==> config.mk <==
export PLATFORM = sky130hd
export DESIGN_NAME = mptx_top
export DESIGN_NICKNAME = d
export VERILOG_FILES = /design/src/rtl/mptx_pkg.sv /design/src/rtl/mptx_regs.sv /design/src/rtl/mptx_baud.sv /design/src/rtl/mptx_shift.sv /design/src/rtl/mptx_top.sv
export SDC_FILE = /design/constraint.sdc
export NUM_CORES = 1
export LEC_CHECK = 0
export CAP_MARGIN = 20
export CORE_MARGIN = 3
export CORE_UTILIZATION = 45
export CTS_BUF_LIST = sky130_fd_sc_hd__clkbuf_2
export DETAILED_ROUTE_END_ITERATION = 8
export DONT_BUFFER_PORTS = 1
export SLEW_MARGIN = 20
export SYNTH_ARGS = -nofsm -noshare
export SYNTH_HDL_FRONTEND = slang
export SYNTH_SLANG_ARGS = --single-unit
==> constraint.sdc <==
create_clock -name clk -period 2.8 [get_ports clk]
set_clock_uncertainty 0.15 [all_clocks]
set_input_delay 0.14 -clock clk [delete_from_list [all_inputs] [get_ports clk]]
set_output_delay 0.14 -clock clk [all_outputs]
set_load 0.005 [all_outputs]
==> src/rtl/mptx_pkg.sv <==
package mptx_pkg;
  typedef enum logic [1:0] {
    REG_CTRL = 2'd0,
    REG_DATA = 2'd1,
    REG_STAT = 2'd2,
    REG_BAUD = 2'd3
  } reg_sel_e;

  localparam int CTRL_TXON = 0;
  localparam int ST_EMPTY  = 0;
  localparam int ST_DONE   = 1;
  localparam int ST_MPB    = 2;
endpackage

==> src/rtl/mptx_regs.sv <==
module mptx_regs
  import mptx_pkg::*;
#(
  parameter int DATA_W = 8
) (
  input  logic              clk,
  input  logic              rst,
  input  logic              bus_we,
  input  logic              bus_re,
  input  logic [1:0]        bus_addr,
  input  logic [DATA_W-1:0] bus_wdata,
  output logic [DATA_W-1:0] bus_rdata,
  input  logic              dma_we,
  input  logic [DATA_W-1:0] dma_wdata,
  input  logic              load_pulse,
  input  logic              done_pulse,
  output logic              tx_on,
  output logic [DATA_W-1:0] data_q,
  output logic              mpb_q,
  output logic              empty_q,
  output logic [DATA_W-1:0] div_q,
  output logic              txi_req,
  output logic              tei_req
);
  logic done_q;
  logic arm_q;
  logic stat_wr;
  logic stat_rd;
  logic [DATA_W-1:0] rd_mux;

  assign stat_wr = bus_we && (bus_addr == REG_STAT);
  assign stat_rd = bus_re && (bus_addr == REG_STAT);

  always_comb begin
    rd_mux = '0;
    case (bus_addr)
      REG_CTRL: rd_mux[CTRL_TXON] = tx_on;
      REG_DATA: rd_mux = data_q;
      REG_STAT: begin
        rd_mux[ST_EMPTY] = empty_q;
        rd_mux[ST_DONE]  = done_q;
        rd_mux[ST_MPB]   = mpb_q;
      end
      default:  rd_mux = div_q;
    endcase
  end

  always_ff @(posedge clk) begin
    if (rst) begin
      tx_on     <= 1'b0;
      data_q    <= '0;
      mpb_q     <= 1'b0;
      div_q     <= '0;
      empty_q   <= 1'b1;
      done_q    <= 1'b1;
      arm_q     <= 1'b0;
      txi_req   <= 1'b0;
      tei_req   <= 1'b0;
      bus_rdata <= '0;
    end else begin
      if (bus_we && (bus_addr == REG_CTRL)) tx_on  <= bus_wdata[CTRL_TXON];
      if (bus_we && (bus_addr == REG_DATA)) data_q <= bus_wdata;
      if (bus_we && (bus_addr == REG_BAUD)) div_q  <= bus_wdata;
      if (stat_wr) mpb_q <= bus_wdata[ST_MPB];
      if (dma_we) data_q <= dma_wdata;

      if (!tx_on) begin
        empty_q <= 1'b1;
        done_q  <= 1'b1;
        arm_q   <= 1'b0;
      end else begin
        if (stat_rd && empty_q) arm_q <= 1'b1;
        if (stat_wr || dma_we) arm_q <= 1'b0;
        if (stat_wr && !bus_wdata[ST_EMPTY] && arm_q && empty_q) empty_q <= 1'b0;
        if (dma_we) empty_q <= 1'b0;
        if (load_pulse) begin
          empty_q <= 1'b1;
          done_q  <= 1'b0;
        end
        if (done_pulse) done_q <= 1'b1;
      end

      txi_req <= tx_on && empty_q;
      tei_req <= tx_on && done_q;
      if (bus_re) bus_rdata <= rd_mux;
    end
  end


  ignored_clear_chk: assert property (@(posedge clk) disable iff (rst)
    (tx_on && stat_wr && !arm_q && empty_q && !dma_we) |=> empty_q);


  load_flags_chk: assert property (@(posedge clk) disable iff (rst)
    (tx_on && load_pulse) |=> (empty_q && !done_q));


  txi_follow_chk: assert property (@(posedge clk) disable iff (rst)
    (tx_on && empty_q) |=> txi_req);


  dma_clear_chk: assert property (@(posedge clk) disable iff (rst)
    (tx_on && dma_we && !load_pulse) |=> !empty_q);


  off_flags_chk: assert property (@(posedge clk) disable iff (rst)
    !tx_on |=> (empty_q && done_q));
endmodule

==> src/rtl/mptx_baud.sv <==
module mptx_baud #(
  parameter int DIV_W = 8,
  parameter int OVS   = 16
) (
  input  logic             clk,
  input  logic             rst,
  input  logic             run,
  input  logic             restart,
  input  logic [DIV_W-1:0] div,
  output logic             strobe
);
  localparam int SUB_W = (OVS > 1) ? $clog2(OVS) : 1;

  logic [DIV_W-1:0] pre_q;
  logic [SUB_W-1:0] sub_q;
  logic pre_end;
  logic sub_end;

  assign pre_end = (pre_q >= div);
  assign sub_end = (sub_q == SUB_W'(OVS - 1));
  assign strobe  = pre_end && sub_end;

  always_ff @(posedge clk) begin
    if (rst || !run || restart) begin
      pre_q <= '0;
      sub_q <= '0;
    end else if (pre_end) begin
      pre_q <= '0;
      sub_q <= sub_end ? '0 : sub_q + 1'b1;
    end else begin
      pre_q <= pre_q + 1'b1;
    end
  end
endmodule

==> src/rtl/mptx_shift.sv <==
module mptx_shift #(
  parameter int DATA_W = 8
) (
  input  logic              clk,
  input  logic              rst,
  input  logic              tx_on,
  input  logic              strobe,
  input  logic              empty,
  input  logic [DATA_W-1:0] data,
  input  logic              mpb,
  input  logic              pin_dir,
  input  logic              pin_val,
  output logic              restart,
  output logic              load_pulse,
  output logic              done_pulse,
  output logic              txd
);
  localparam int FRAME_W = DATA_W + 3;
  localparam int CNT_W   = $clog2(FRAME_W);

  logic               on_q;
  logic               busy;
  logic [FRAME_W-1:0] sh;
  logic [CNT_W-1:0]   bitc;
  logic               txd_q;
  logic               rise;
  logic               last;
  logic [FRAME_W-1:0] frame_word;

  assign frame_word = {1'b1, mpb, data, 1'b0};
  assign rise       = tx_on && !on_q;
  assign last       = (bitc == CNT_W'(FRAME_W - 1));
  assign load_pulse = tx_on && !rise && !empty && (!busy || (strobe && last));
  assign done_pulse = tx_on && !rise && busy && strobe && last && empty;
  assign restart    = rise || load_pulse;
  assign txd        = txd_q;

  always_ff @(posedge clk) begin
    if (rst) begin
      on_q  <= 1'b0;
      busy  <= 1'b0;
      sh    <= '1;
      bitc  <= '0;
      txd_q <= 1'b1;
    end else begin
      on_q  <= tx_on;
      txd_q <= tx_on ? sh[0] : (pin_dir ? pin_val : 1'b1);
      if (!tx_on) begin
        busy <= 1'b0;
        sh   <= '1;
        bitc <= '0;
      end else if (rise) begin
        busy <= 1'b1;
        sh   <= '1;
        bitc <= '0;
      end else if (load_pulse) begin
        busy <= 1'b1;
        sh   <= frame_word;
        bitc <= '0;
      end else if (done_pulse) begin
        busy <= 1'b0;
      end else if (busy && strobe) begin
        sh   <= {1'b1, sh[FRAME_W-1:1]};
        bitc <= bitc + 1'b1;
      end
    end
  end


  idle_frame_chk: assert property (@(posedge clk) disable iff (rst)
    rise |=> (busy && (&sh)));


  start_bit_chk: assert property (@(posedge clk) disable iff (rst)
    (load_pulse ##1 tx_on) |=> (txd_q == 1'b0));


  idle_line_chk: assert property (@(posedge clk) disable iff (rst)
    (tx_on && !busy) |=> txd_q);
endmodule

==> src/rtl/mptx_top.sv <==
module mptx_top #(
  parameter int DATA_W = 8,
  parameter int OVS    = 16
) (
  input  logic              clk,
  input  logic              rst,
  input  logic              bus_we,
  input  logic              bus_re,
  input  logic [1:0]        bus_addr,
  input  logic [DATA_W-1:0] bus_wdata,
  output logic [DATA_W-1:0] bus_rdata,
  input  logic              dma_we,
  input  logic [DATA_W-1:0] dma_wdata,
  input  logic              pin_dir,
  input  logic              pin_val,
  output logic              txd,
  output logic              txi_req,
  output logic              tei_req
);
  logic              tx_on;
  logic [DATA_W-1:0] data_q;
  logic              mpb_q;
  logic              empty_q;
  logic [DATA_W-1:0] div_q;
  logic              load_pulse;
  logic              done_pulse;
  logic              restart;
  logic              strobe;

  mptx_regs #(.DATA_W(DATA_W)) regs_i (
    .clk, .rst, .bus_we, .bus_re, .bus_addr, .bus_wdata, .bus_rdata,
    .dma_we, .dma_wdata, .load_pulse, .done_pulse, .tx_on, .data_q,
    .mpb_q, .empty_q, .div_q, .txi_req, .tei_req
  );

  mptx_baud #(.DIV_W(DATA_W), .OVS(OVS)) baud_i (
    .clk, .rst, .run(tx_on), .restart, .div(div_q), .strobe
  );

  mptx_shift #(.DATA_W(DATA_W)) shift_i (
    .clk, .rst, .tx_on, .strobe, .empty(empty_q), .data(data_q),
    .mpb(mpb_q), .pin_dir, .pin_val, .restart, .load_pulse, .done_pulse,
    .txd
  );
endmodule

Word level (Yosys, flattened, before mapping)
Index checks and enable logic that the tools add are counted.
- bits in registers: 60
- logic and storage cells: 93
- output and inout port bits: 11
- input bits: 25
- reduce and logical (&&, ||, !) cells: 48
- eq/ne operators: 6
- mux-type cells: 16
- magnitude comparators: 1
- add/sub/neg operators: 3
- bitwise gates (word level): 2
- operator list (cell ; number):
    $mux 10 ; 3
    $logic_and 1x1->1 ; 22
    $mux 8 ; 2
    $reduce_or 3->1 ; 4
    $pmux 5 s2 ; 1
    $add 4x1->4 const B ; 2
    $add 8x1->8 const B ; 1
    $eq 4x4->1 const B ; 2
    $ge 8x8->1 ; 1
    $mux 1 ; 7
    $logic_not 1->1 ; 6
    $pmux 2 s3 ; 1
    $reduce_bool 2->1 ; 3
    $reduce_or 2->1 ; 3
    $logic_or 1x1->1 ; 5
    $eq 2x2->1 const B ; 2
    $mux 4 ; 1
    $reduce_and 2->1 ; 2
    $reduce_or 4->1 ; 1
    $pmux 1 s3 ; 1
    $reduce_bool 3->1 ; 1
    $eq 2x1->1 const B ; 1
    $logic_not 2->1 ; 1
    $ne 2x1->1 const B ; 1
    $not 1->1 ; 2

Longest topological paths before layout
Gate-level depths: netlist of run 1.
- word-level depth: 11
- depth in mapped cells: 10
- mapped depth without buffers: 8

Cells and area by module
Synthesis of run 1 repeated with hierarchy kept, for this count alone.
- cell total of the unflattened synthesis: 324
- area total of the unflattened synthesis: 2849.0 µm²
- by module, submodules not included (module ; area an instance (µm²) ; seq. area each (µm²) ; cells an instance ; times used):
    mptx_regs ; 1328.8 ; 620.6 ; 145 ; 1
    mptx_shift ; 788.3 ; 340.3 ; 96 ; 1
    mptx_baud ; 732.0 ; 240.2 ; 83 ; 1

Worst setup path before layout of run 1
OpenSTA, ideal clock, no wires.
- path type: reg-to-reg
- from: register regs_i.div_q[2]
- to: register shift_i.sh[0]
- arrival time: 2072 ps
- clock period less this slack: 2336 ps
- path buffers: 1
- stages on the path, launching flop included: 10
- required time: 2536 ps
- slack: 464 ps
- library setup time: 114 ps
- cells stage by stage: dfxtp_1 inv_1 ha_1 or4_4 a21oi_4 o31ai_4 and2_1 buf_6 mux2_4 a21o_1
- word-level cells in the longest chain between the ends: 7
- elaborated cells between the ends (all ways): 13
- those cells by class: order compare: 1; eq/ne: 1; mux: 1; reduce/logical: 10
- ends and longest elaborated chain (element ; RTL line ; RTL):
    start, declared ; mptx_regs.sv:21 ; output logic [DATA_W-1:0] div_q,
    start signal, assigned ; mptx_regs.sv:63 ; if (bus_we && (bus_addr == REG_BAUD)) div_q <= bus_wdata;
    $ge 8x8->1 * ; mptx_baud.sv:19 ; assign pre_end = (pre_q >= div);
    $logic_and 1x1->1 * ; mptx_baud.sv:21 ; assign strobe = pre_end && sub_end;
    $logic_and 1x1->1, on equally long branches ; mptx_shift.sv:34, mptx_shift.sv:33 ;
    $logic_and 1x1->1 or $logic_or 1x1->1 (tied branches) ; mptx_shift.sv:34, mptx_shift.sv:33 ;
    $logic_and 1x1->1, on equally long branches ; mptx_shift.sv:34, mptx_shift.sv:33 ;
    $ne 2x1->1 (no line) or $reduce_bool 2->1 (tied branches) ; - ;
    $reduce_and 2->1 (no line) ; - ;
    end signal, assigned ; mptx_shift.sv:58 ; sh <= frame_word;
    end signal, assigned ; mptx_shift.sv:63 ; sh <= {1'b1, sh[FRAME_W-1:1]};
    end, declared ; mptx_shift.sv:23 ; logic [FRAME_W-1:0] sh;
Every way passes the cells marked *; elsewhere a longest branch is shown, timed or not.
A chain may end at the register's enable or synchronous reset.

Final worst setup path of run 1
- from: register regs_i.div_q[6]
- to: register shift_i.bitc[1]
- word-level cells in the longest chain between the ends: 7
- elaborated cells between the ends (all ways): 12
- those cells by class: order compare: 1; bitwise: 1; reduce/logical: 10
- ends and longest elaborated chain (element ; RTL line ; RTL):
    $ge 8x8->1 * ; mptx_baud.sv:19 ;
    $logic_and 1x1->1 * ; mptx_baud.sv:21 ;
    $logic_and 1x1->1 (3 in series) ; mptx_shift.sv:34 ; assign done_pulse = tx_on && !rise && busy && strobe && last && empty;
    $not 1->1 (no line) ; - ;
    $reduce_and 2->1 (no line) ; - ;
    end signal, assigned ; mptx_shift.sv:64 ; bitc <= bitc + 1'b1;
    end, declared ; mptx_shift.sv:24 ; logic [CNT_W-1:0] bitc;
Marked as above.

==> flow_summary_export.csv, run 1 <==
group,metric,value,unit
timing,slew-limit-headroom,0.275,
pwr,vdd_drop_max,0.413,mV
pwr,cellPowerDensity,464,nW/um2
setup_path,cp-start-kind,"flop",
timing,period_share,0.876,
timing,rsz0062_at_grt,"false",
layout,area_growth,19.2,%
global_route,grt_max_degree,29,
synth,synth_area_per_cell,8.85,um2
placement,dp_hpwl,4.30,mm
setup_path,arrival,2.73,ns
layout,multiInputGateArea,1450,um2
floorplan,num_io_pins,36,
timing,drv_slew,0,
placement,io_buffer_count,0,
synth,synth_cells,317,
timing,finalSetupViolations,0,
clock_network,numCtsBuffers,9,
clock_network,clock-root-buffer,"clkbuf_2",
global_route,antenna_found_initial,0,
floorplan,die_height,84.9,um
detailed_routing,drt_iter0_drc,82,
clock_network,clkLatencyLatePin,0.49,ns
layout,final_nets,393,
layout,final_common_cell,"dfxtp_1",
floorplan,die_area,7210,um2
clock_network,cts_tree,"yes",
setup_path,endpoint_kind,"flop",
clock_network,clk_pin_slew,0.18,ns
detailed_routing,postRouteAntennaNets,0,
synth,synth-edff-count,0,
detailed_routing,wl,6.35,mm
detailed_routing,drc,0,
detailed_routing,drt-wirelength-per-cell,14.6,um
synth,synth_seq_cells,60,
worst_hold_path,hp-class,"primary input to flop",
synth,ys_warn_count,0,
global_route,track_usage,0.192,
layout,diodes,0,
pwr,power.leakage,1.28,nW
synth,yosysSeqAreaShare,0.428,
detailed_routing,dr.pass1.iters,4,
layout,drive_above_1_share,0.0831,
clock_network,cts_max_level,3,
timing,fmax,0.408,GHz
clock_network,clock_sinks,60,
synth,async_reset_ff_frac,0,
synth,syn_nets,354,
floorplan,die_width,84.9,um
placement,gp_congestion,0.764,
setup_path,worstPathRequired,3.08,ns
floorplan,num_rows,28,
timing,worst_pin_slew,1.08,ns
detailed_routing,avgViaCountPerCell,5.28,
floorplan,start_util,0.468,
clock_network,clockBufferDepth,2,
layout,layout_common_cells,"dfxtp_1, nor2_1, dlygate4sd3_1, a21oi_1, nand3_1",
layout,nFillCells,565,
global_route,grt-ovfl-total,0,
run,max-cap-violations,0,
status,outcome,"finished clean",
detailed_routing,vias,2300,
floorplan,core_region_area,5990,um2
timing,fin_crit,2.45,ns
global_route,first_global_vias,2244,
synth,yosys_most_used_dff,"dfxtp_1",
setup_path,critical_path_class,"flop to flop",
global_route,grt_pass1_wl,10.9,mm
timing,hold_viol,0,
layout,regArea,1200,um2
clock_network,ctsResizeCount,0,
synth,synth_area,2800,um2
setup_path,path_max_fanout,8,
synth,ys_types,46,
timing,fin_tns_setup,0,ns
pwr,total_power,1.55,mW
## cell usage after synthesis (2+ instances only)
cell type  number  area (um2)
a211oi_1        3        22.5
a21o_1          2        15.0
a21oi_1        25         125
a22oi_1        11        82.6
and2_1          2        12.5
and3_1          6        37.5
buf_1           2        7.51
clkbuf_1        9        33.8
dfxtp_1        60        1200
ha_1           12         150
inv_1          22        82.6
mux2i_1        21         210
nand2_1        21        78.8
nand2b_1        7        43.8
nand3_1        24         120
nor2_1         42         158
nor2b_1         3        18.8
nor3b_1         2        15.0
o21ai_0         3        15.0
o21ai_1         5        25.0
o31ai_4         2        42.5
xnor2_1         2        17.5
xor2_1          8        70.1
## worst paths after layout
| kind | from | to | slack, ns | cells after the start |
|---|---|---|---|---|
| max | regs_i.div_q[6] | shift_i.bitc[1] | 0.35 | 8 |
| min | bus_addr[1] | regs_i.div_q[4] | 0.07 | 3 |
| max reg2reg | regs_i.div_q[6] | shift_i.bitc[1] | 0.35 | 8 |
| min reg2reg | regs_i.bus_rdata[7] | regs_i.bus_rdata[7] | 0.35 | 2 |
## repair_timing
item | 4_1_cts | 5_1_grt
endpoints found under the hold margin | 34 | 0
setup endpoints to repair | 0 | 0
setup buffers | 0 | 0
hold buffers | 36 | 0
## metrics by stage
| stage | worst slack, ns | instance area (um2) | utilization | hold WS [ns] | instances |
|---|---|---|---|---|---|
| 6_report | 0.347 | 3340 | 0.558 | 0.0738 | 436 |
| 5_1_grt | 0.183 | 3340 | 0.558 | 0.0515 | 436 |
| 3_3_place_gp | 0.438 | 2880 | 0.480 | 0.0660 | 384 |
| 2_1_floorplan | 0.464 | 2800 | - | 0.130 | 317 |
| 3_5_place_dp | 0.370 | 2880 | 0.480 | 0.0671 | 384 |
| 4_1_cts | 0.341 | 3340 | 0.558 | 0.0366 | 436 |
## cell families after synthesis
| kind of cell | synth area share |
|---|---|
| AO/OA/AOI/OAI | 0.145 |
| adder cells (fa/ha/maj) | 0.0535 |
| multiplexers | 0.0924 |
| flip-flops | 0.428 |
| AND/OR/NAND/NOR | 0.195 |
| XOR/XNOR | 0.0312 |
| buffers and inverters | 0.0540 |
## layer usage
metal,vias to the layer above,GRT usage,wire (um),part of all wire
li1,1173,-,-,-
met1,1075,0.253,2990,0.47
met2,44,0.295,2960,0.47
met3,8,0.0631,329,0.052
met4,0,0.0691,74,0.012
met5,-,0,0,0
## sequential cells by signal, summed over array words and instances, names as in the netlist, 4 cells and up
| register | count |
|---|---|
| regs_i.data_q | 8 |
| regs_i.bus_rdata | 8 |
| regs_i.div_q | 8 |
| baud_i.pre_q | 8 |
| shift_i.bitc | 4 |
| baud_i.sub_q | 4 |
| shift_i.sh | 10 |
## power breakdown
part           switching (mW)  internal (mW)
Clock                   0.312          0.201
Combinational          0.0734         0.0793
Sequential             0.0129          0.872
## worst max-delay path, stage by stage, from the launching register on
cell	delay, ns
dfxtp_1	0.39
inv_1	0.05
ha_1	0.29
a21o_1	0.19
a21oi_1	0.33
nor2_1	0.12
o31ai_4	0.37
nand3_2	0.25
a211oi_2	0.25
## layout make-up
| type | count | area share |
|---|---|---|
| multi-input combinational | 220 | 0.434 |
| timing repair buffer | 42 | 0.121 |
| clock inverter | 6 | 0.0165 |
| sequential | 60 | 0.359 |
| tap | 75 | 0.0281 |
| clock buffer | 10 | 0.0150 |
| inverter | 23 | 0.0258 |
(Power assumes the default switching activity.)
==> inputs of run 2 (changes only) <==
SYNTH_HIERARCHICAL = 1   (was default)
==> flow_summary_export.csv, run 2 <==
group,metric,value,unit
clock_network,cts_tree,"yes",
timing,finalSetupViolations,0,
placement,place_ws,0.0766,ns
setup_path,endpoint_kind,"flop",
setup_path,arrival,3.00,ns
worst_hold_path,hp-class,"primary input to flop",
detailed_routing,drt_iter0_drc,106,
synth,synth_area_per_cell,8.79,um2
floorplan,num_io_pins,36,
timing,setup_slack,0.0555,ns
setup_path,worstPathRequired,3.05,ns
pwr,total_power,1.49,mW
setup_path,timing.rr.end,"shift_i/sh[9]",
layout,final_common_cell,"dfxtp_1",
run,max-cap-violations,0,
synth,ys_types,60,
layout,final_nets,417,
status,outcome,"finished clean",
worst_hold_path,hp-start,"bus_we",
setup_path,max_stage_delay,0.91,ns
layout,largest-register,"shift_i/sh",
synth,synth_seq_cells,60,
detailed_routing,dr.pass1.iters,4,
synth,yosysSeqAreaShare,0.422,
layout,largest_register_ffs,10,
setup_path,cp_num_buf_inv,3,
layout,drive_above_1_share,0.133,
synth,synth_top_area_frac,0.422,
detailed_routing,avgViaCountPerCell,5.39,
placement,io_buffer_count,0,
synth,async_reset_ff_frac,0,
layout,layout_common_cells,"dfxtp_1, dlygate4sd3_1, nor2_1, nand2_1, inv_1",
detailed_routing,drc,0,
layout,finalNonFillerCells,460,
pwr,vdd_drop_max,0.277,mV
worst_hold_path,hold_path_end,"regs_i/data_q[2]",
timing,drv_slew,0,
detailed_routing,vias,2481,
setup_path,timing.rr.start,"regs_i/div_q[0]",
layout,nFillCells,550,
floorplan,core_region_area,6030,um2
floorplan,num_rows,28,
layout,finalInstanceArea,3580,um2
setup_path,cp_slowest_cell,"dlygate4sd3_1",
floorplan,die_height,85.6,um
timing,period_share,0.980,
placement,dp_hpwl,4.45,mm
pwr,cellPowerDensity,416,nW/um2
timing,slew-limit-headroom,0.569,
worst_hold_path,hold_depth,3,
setup_path,cpMostUsedCell,"dlygate4sd3_1",
timing,fin_crit,2.74,ns
synth,netlist_top_cells_count,"dfxtp_1, nor2_1, nand2_1",
detailed_routing,wl,7.00,mm
clock_network,clk_pin_slew,0.16,ns
placement,dpl_cell_area,2920,um2
synth,ys_warn_count,6,
clock_network,clockBufferDepth,2,
clock_network,clkLatencyLatePin,0.49,ns
synth,synth-edff-count,0,
synth,synth.most_common_cell,"dfxtp_1",
global_route,antenna_found_initial,1,
synth,synth_cells,324,
timing,fin_tns_setup,0,ns
global_route,track_usage,0.207,
floorplan,start_util,0.473,
timing,fmax,0.364,GHz
placement,gp_congestion,0.752,
synth,yosysTopAreaCell,"dfxtp_1",
detailed_routing,drt-wirelength-per-cell,15.2,um
setup_path,ff2ff_setup_slack,0.15,ns
pwr,power.leakage,1.48,nW
setup_path,reg2reg_depth,11,
setup_path,cp-start-kind,"primary input",
placement,dp_cells,391,
setup_path,crit_path_cell_trace,"dlygate4sd3_1 > nand3_2 > mux2i_1 > dlygate4sd3_1 > nor2_1 > dlygate4sd3_1",
synth,yosys_most_used_dff,"dfxtp_1",
synth,syn_nets,361,
clock_network,numCtsBuffers,9,
floorplan,die_area,7320,um2
setup_path,worst-path-stages,6,
global_route,first_global_vias,2492,
synth,synth_area_leaders,"dfxtp_1, nor2_1, ha_1, nand2_1, mux2i_1",
timing,worst_pin_slew,0.642,ns
clock_network,cts_max_level,3,
detailed_routing,postRouteAntennaNets,0,
layout,area_growth,25.6,%
global_route,grt-ovfl-total,0,
setup_path,cp_top_family,"buffers and inverters",
clock_network,clock_sinks,60,
setup_path,critical_path_class,"primary input to flop",
synth,synth_area,2850,um2
global_route,grt_max_degree,33,
timing,rsz0062_at_grt,"false",
floorplan,die_width,85.6,um
setup_path,path_max_fanout,12,
timing,hold_viol,0,
clock_network,clock-root-buffer,"clkbuf_2",
global_route,grt_pass1_wl,11.7,mm
-- run 2: power breakdown --
group	switching, mW	internal (mW)
clock	0.299	0.111
sequential	0.0190	0.875
combinational	0.0861	0.0982
total	0.404	1.08
-- run 2: layout make-up --
class,instances,area (um2),share of cell area
clock buffer,11,55.1,0.0154
timing repair buffer,56,562,0.157
multi-input combinational,228,1550,0.434
inverter,25,93.8,0.0262
antenna,1,2.50,0.000699
sequential,60,1200,0.336
tap,75,93.8,0.0262
clock inverter,4,17.5,0.00490
-- run 2: layer usage --
metal / global-route usage / share of wire
met1: 0.238 / 0.44
met3: 0.0788 / 0.059
met2: 0.347 / 0.48
met5: 0 / 0
met4: 0.0820 / 0.026
-- run 2: worst max-delay path by stage --
| stage | slack (ns) | start | endpoint |
|---|---|---|---|
| floorplan | 0.06 | baud_i/pre_q[0] | baud_i/sub_q[3] |
| global placement | 0.14 | baud_i/pre_q[0] | shift_i/sh[9] |
| detailed placement | 0.08 | baud_i/pre_q[0] | shift_i/sh[9] |
| CTS | 0.05 | baud_i/pre_q[0] | shift_i/sh[9] |
| global route | 0.03 | regs_i/div_q[1] | shift_i/sh[9] |
| finish | 0.06 | bus_addr[1] | regs_i/div_q[7] |
-- run 2: stage by stage --
step            util  hold WS, ns
6_report       0.594       0.0508
5_1_grt        0.594       0.0603
4_1_cts        0.583      0.00957
3_5_place_dp   0.484       0.0679
3_3_place_gp   0.484       0.0647
2_1_floorplan      -       0.0621
-- run 2: cell families (layout without fill, tap and decap cells) --
| kind of cell | after synthesis | count (layout) | share of synthesized area |
|---|---|---|---|
| AOI/OAI and AO/OA | 44 | 44 | 0.109 |
| xor gates and xnor gates | 8 | 8 | 0.0246 |
| adders and majority gates | 12 | 12 | 0.0527 |
| buffers and inverters | 36 | 96 | 0.0545 |
| DFF | 60 | 60 | 0.422 |
| muxes | 18 | 18 | 0.0707 |
| other | 0 | 1 | 0 |
| and+or+nand+nor | 146 | 146 | 0.267 |
-- run 2: what timing repair did --
item | 4_1_cts | 5_1_grt
resized for setup | 0 | 8
endpoints found under the hold margin | 50 | 0
setup buffers | 0 | 2
hold buffers | 51 | 0
setup endpoints to repair | 0 | 21
-- run 2: worst reg2reg max path, cell delays in order, from the launching register on --
cell and delay, ns:
dfxtp_1 0.43, ha_4 0.22, nand2b_4 0.12, a2111o_1 0.39, a21oi_4 0.20, nor2_4 0.07
nand4b_4 0.09, a211oi_2 0.08, nand2_2 0.12, inv_2 0.05, or4_1 0.50, o31a_1 0.12
